$ cat src/rtl/irq_status_ctrl.sv
module irq_status_ctrl #(
  parameter int          DW       = 32,
  parameter logic [31:0] EVT_BITS = 32'h131F0008,
  parameter logic [31:0] CLR_BITS = 32'h131F007F,
  parameter logic [31:0] WR_BITS  = 32'h1FFFFFFF
) (
  input  logic          clk,
  input  logic          rst_n,
  input  logic [5:0]    fifo_lvl,
  input  logic [DW-1:0] evt_pulse,
  input  logic [1:0]    reg_addr,
  input  logic          reg_wr,
  input  logic [DW-1:0] reg_wdata,
  output logic [DW-1:0] reg_rdata,
  output logic          irq
);
  localparam logic [1:0] A_MASK = 2'd0, A_RAW = 2'd1, A_MSK = 2'd2, A_CLR = 2'd3;

  logic [DW-1:0] mask_q, evt_q, lvl_q, raw, masked, clr_vec, lvl_map;

  assign lvl_map = {{(DW-7){1'b0}}, fifo_lvl[5:3], 1'b0, fifo_lvl[2:0]};
  assign clr_vec = (reg_wr && reg_addr == A_CLR) ? (reg_wdata & CLR_BITS) : '0;
  assign raw     = evt_q | lvl_q;
  assign masked  = raw & mask_q;

  always_ff @(posedge clk) begin
    if (!rst_n) begin
      mask_q <= '0;
      evt_q  <= '0;
      lvl_q  <= '0;
      irq    <= 1'b0;
    end else begin
      if (reg_wr && reg_addr == A_MASK) mask_q <= reg_wdata & WR_BITS;
      evt_q <= ((evt_q & ~clr_vec) | evt_pulse) & EVT_BITS;
      lvl_q <= lvl_map;
      irq   <= |masked;
    end
  end

  always_comb begin
    case (reg_addr)
      A_MASK:  reg_rdata = mask_q;
      A_RAW:   reg_rdata = raw;
      A_MSK:   reg_rdata = masked;
      default: reg_rdata = '0;
    endcase
  end

  p_evt_hold_r2: assert property (@(posedge clk) disable iff (!rst_n)
    1'b1 |=> ((raw & $past(raw & EVT_BITS & ~clr_vec)) == $past(raw & EVT_BITS & ~clr_vec)));

  p_set_wins_r4: assert property (@(posedge clk) disable iff (!rst_n)
    1'b1 |=> ((raw & $past(evt_pulse & EVT_BITS)) == $past(evt_pulse & EVT_BITS)));

  p_lvl_track_r5: assert property (@(posedge clk) disable iff (!rst_n)
    1'b1 |=> ((raw & ~EVT_BITS) == $past(lvl_map)));

  p_rsvd_zero_r6: assert property (@(posedge clk) disable iff (!rst_n)
    mask_q[DW-1:DW-3] == 3'b000);

  p_irq_lag_r8: assert property (@(posedge clk) disable iff (!rst_n)
    1'b1 |=> (irq == $past(|(raw & mask_q))));
endmodule

$ cat config.mk
export PLATFORM = sky130hd
export DESIGN_NAME = irq_status_ctrl
export DESIGN_NICKNAME = d
export VERILOG_FILES = /design/src/rtl/irq_status_ctrl.sv
export SDC_FILE = /design/constraint.sdc
export NUM_CORES = 1
export LEC_CHECK = 0
export BUFFER_PORTS_ARGS = -buffer_cell sky130_fd_sc_hd__buf_2
export CAP_MARGIN = 40
export CORE_MARGIN = 3
export CORE_UTILIZATION = 48
export CTS_BUF_LIST = sky130_fd_sc_hd__clkbuf_16
export CTS_CLUSTER_SIZE = 10
export DETAILED_ROUTE_END_ITERATION = 10
export PLACE_DENSITY_LB_ADDON = 0.15
export SYNTH_ARGS = -nofsm -noshare
export SYNTH_HDL_FRONTEND = slang
export SYNTH_SLANG_ARGS = --single-unit
$ cat constraint.sdc
create_clock -name clk -period 2.5 [get_ports clk]
set_clock_uncertainty 0.2 [all_clocks]
set_input_delay 0.375 -clock clk [delete_from_list [all_inputs] [get_ports clk]]
set_output_delay 0.375 -clock clk [all_outputs]
set_load 0.005 [all_outputs]
* Word level (Yosys, flattened, before mapping)
Cells that the tools add are included.
Storage, ports and cells: register bits 71, memories kept 0, output and inout port bits 33, RAM bits 0, ROM bits 0, bits in latches 0
Cells by class: magnitude comparators 0, div/mod/pow operators 0, shifts and indexed selects 0, bitwise gates (word level) 5, multiplexer cells 2, equal/unequal tests 3, $mul 0, reductions and logical operators 4, add/sub/neg operators 0
Operators by type and width (count):
- $pmux W32 S3 | 1
- $and A32 B29 Y32 | 1
- $or A29 B32 Y32 | 1
- $reduce_or A32 Y1 | 1
- $and A29 B29 Y29 | 1
- $mux W29 | 1
- $not A29 Y29 | 1
- $or A29 B29 Y29 | 1
- $eq A2 B2 Y1 const B | 2
- $eq A2 B1 Y1 const B | 1
- $logic_and A1 B1 Y1 | 2
- $logic_not A2 Y1 | 1

* Longest topological paths before layout
depth after elaboration 6, depth in mapped cells 6, depth with buffers taken out 3

* Worst setup path before layout
OpenSTA, ideal clock, no wires.
path kind input-to-output, start point input reg_addr[1], end point output reg_rdata[0], slack 0.896 ns, buffers on the path 2, data arrival time 1.029 ns, cell stages on the path 4, cell sequence buf_6 -> nor2_2 -> buf_2 -> a32o_1
On the way: cells in the longest elaborated chain, start to end 2, elaborated cells on any way between the ends 4, classes of those cells eq/ne: 2; mux: 1; reduce/logical: 1
RTL lines:
- start, declared | RTL line 11 | input logic [1:0] reg_addr,
- $eq A2 B2 Y1, or another cell as far along | RTL line 41 | case (reg_addr)
- $pmux W32 S3 (*) | RTL line 41
- end, declared | RTL line 14 | output logic [DW-1:0] reg_rdata,
Mark *: on every way between the ends. The rest lies on a longest branch, timed or not.

* Worst setup path after layout
start point input reg_addr[1], end point output reg_rdata[3]
Same word-level chain as after synthesis.

==> results.py <==
metrics = {
    "routing": {
        "via_per_inst": 5.16,
        "drt_wl_total_um": 4940,
        "postRouteAntennaNets": 0,
        "drc": 0,
        "firstDrtPassIters": 4,
        "first_iter_violations": 104,
        "vias": 1852,
        "avgRoutedWirePerCell_um": 13.7,
    },
    "critical_path": {
        "required_ns": 1.92,
        "reg2regPathDepth": 3,
        "path_buf_inv": 2,
        "start_kind": "primary input",
        "reg2reg_to": "irq$_SDFF_PN0_",
        "cp_common_cell": "buf_2",
        "critPathMaxFanout": 20,
        "critPathSlowestCell": "nor2_2",
        "cp_data_arrival_time_ns": 1.58,
        "rr_startpoint": "evt_q[25]$_SDFF_PN0_",
        "reg2reg_slack_ns": 1.24,
        "max_stage_delay_ns": 0.59,
        "endpoint_kind": "output port",
        "critPathTopFamily": "simple AND/OR/NAND/NOR gates",
        "cp_cell_sequence": "buf_2, nor2_2, a32o_1, buf_2",
        "crit_type": "primary input to output port",
    },
    "global_routing": {
        "grt.met2_usage_pct": 34.2,
        "antenna_found_initial": 0,
        "busiest_layer": "met2",
        "grt_pass1_vias": 1785,
        "grt_use_met1_pct": 25.5,
        "grt_first_pass_wirelength_um": 8180,
        "track_usage_pct": 20.6,
        "grt_max_degree": 46,
        "met3_usage_pct": 5.05,
        "gr-total-overflow": 0,
    },
    "clocking": {
        "clkTransAtPathRegs_ns": 0.06,
        "clock_sinks": 45,
        "clockBufferDepth": 2,
        "cts-root-buf": "clkbuf_16",
        "cts.htree.levels": 2,
        "cts_resized": 0,
        "numCtsBuffers": 5,
        "cts_setup_buffers": 0,
        "hold_buffers": 0,
        "worst_skew_pair.late_latency_ns": 0.28,
        "cts_tree": "built",
    },
    "timing": {
        "worst_pin_slew_ns": 0.689,
        "max_freq_mhz": 464,
        "max_slew_margin_pct": 53.9,
        "fin_setup_tns_ns": 0,
        "fin_crit_sh_pct": 86.2,
        "drv_slew": 0,
        "rsz0062_at_grt": "false",
        "period_needed_ns": 2.15,
        "setup_viol_count_final": 0,
        "hold_viol": 0,
    },
    "power": {
        "leakage_nw": 1.15,
        "p_seq_share_pct": 49.4,
        "power.density_nw_per_um2": 603,
        "power_w": 0.00156,
        "internal_power_w": 0.00120,
        "p_clk_share_pct": 39.6,
        "netSwitchingPower_w": 0.000363,
        "switching_share_pct": 23.2,
        "ir_worst_vdd_mv": 0.353,
        "p_comb_share_pct": 11.0,
    },
    "finish": {
        "nets": 383,
        "antennaDiodeCount": 0,
        "syn2layout_area_growth_pct": 24.7,
        "drive_gt1_share_pct": 29.4,
    },
    "yosys": {
        "ys_ff_latch": 45,
        "yosys_warnings": 0,
        "ys_seq_area_share_pct": 43.3,
        "synth_flop_cell": "dfxtp_1",
        "synth_area_leaders": "dfxtp_1, nand2_1, a21boi_0",
        "synth_cell_type_count": 23,
        "syn-cell-area_um2": 2080,
        "synthCells": 237,
        "synthArstFlopShare_pct": 0,
        "synth_most_common_cell": "nand2_1",
        "yosysTopAreaCell": "dfxtp_1",
        "yosysTopAreaCellShare_pct": 43.3,
        "syn_area_per_cell_um2": 8.78,
        "synth_edf_count": 0,
        "synth_commonest_cells": "nand2_1, dfxtp_1, a21boi_0, and2_1",
    },
    "worst_hold_path": {
        "hold_path_end": "lvl_q[2]$_SDFF_PN0_",
        "min_from": "fifo_lvl[2]",
        "min_path_cells": 2,
        "hold_class": "primary input to flop",
    },
    "status": {
        "outcome": "finished clean",
    },
    "floorplanning": {
        "initial_core_util_pct": 50.9,
        "die-width_um": 71.8,
        "io-pin-count": 108,
        "die_h_um": 71.8,
        "die-area_um2": 5160,
        "rows": 23,
        "core_um2": 4090,
    },
    "place": {
        "place_congestion": 0.788,
        "dpl.hpwl_um": 3470,
        "portBuffers": 78,
    },
    "run": {
        "maxCapViolCount": 0,
    },
}
==> final cells by class <==
cell class	count	area [um2]
Clock buffer	5	125
Fill cell	386	1490
Tap cell	50	62.6
Multi-Input combinational cell	173	1070
Clock inverter	3	13.8
Timing Repair Buffer	82	420
Inverter	1	3.75
Sequential cell	45	901
==> power groups by stage <==
stage / registers (W) / logic (W) / clock network, W
detailed placement: 0.000789 / 0.000174 / 0
CTS: 0.000773 / 0.000174 / 0.000638
floorplan: 0.000782 / 0.000108 / 0
finish: 0.000773 / 0.000172 / 0.000619
global route: 0.000777 / 0.000194 / 0.000668
global placement: 0.000787 / 0.000170 / 0
==> layer usage <==
metal,up-vias,wire length [um]
li1,953,-
met1,825,2170
met2,68,2350
met3,6,363
met4,0,52
met5,-,0
==> flip-flops by register name, summed over array words and instances, names as in the netlist <==
register  flops
evt_q         9
irq           1
lvl_q         6
mask_q       29
==> logic make-up (layout without fill, tap and decap cells) <==
family	after synthesis	count (layout)	share of synthesized area, %
compound gates	70	70	27.2
buf+inv	21	91	6.01
flops	45	45	43.3
other cells	1	3	0.180
simple gates	100	100	23.3
==> per-stage QoR <==
step	hold slack [ns]	setup WS (ns)	instances	instance area, um2	util [%]
final	0.0970	0.345	359	2590	63.5
after global routing	0.0910	0.183	359	2590	63.5
after CTS	0.0894	0.338	359	2590	63.5
after detailed placement	0.242	0.343	351	2460	60.1
after global placement	0.237	0.362	351	2460	60.1
after floorplan	0.230	0.896	239	2090	-
==> how the worst max path moves through the flow <==
stage                      from            end  cells past startpoint
floorplan           reg_addr[1]   reg_rdata[0]                      4
global placement    reg_addr[1]  reg_rdata[22]                      4
detailed placement  reg_addr[1]  reg_rdata[22]                      4
CTS                 reg_addr[1]  reg_rdata[22]                      4
global route        reg_addr[1]  reg_rdata[22]                      4
finish              reg_addr[1]   reg_rdata[3]                      4
==> layout by cell type (no fill, tap or decap) <==
cell type,count
a21boi_0,28
a21boi_1,10
a222oi_1,1
a22oi_1,6
a32o_1,15
and2_1,20
and3_1,1
buf_2,78
buf_4,4
clkbuf_16,5
clkinv_2,2
conb_1,3
dfxtp_1,45
inv_1,2
nand2_1,58
nand2b_1,15
nand3_1,1
nand4_1,1
nor2_1,1
nor2_2,1
nor3b_4,1
o21a_1,10
or3b_1,1
No activity file was read; power rests on OpenSTA's default activity.
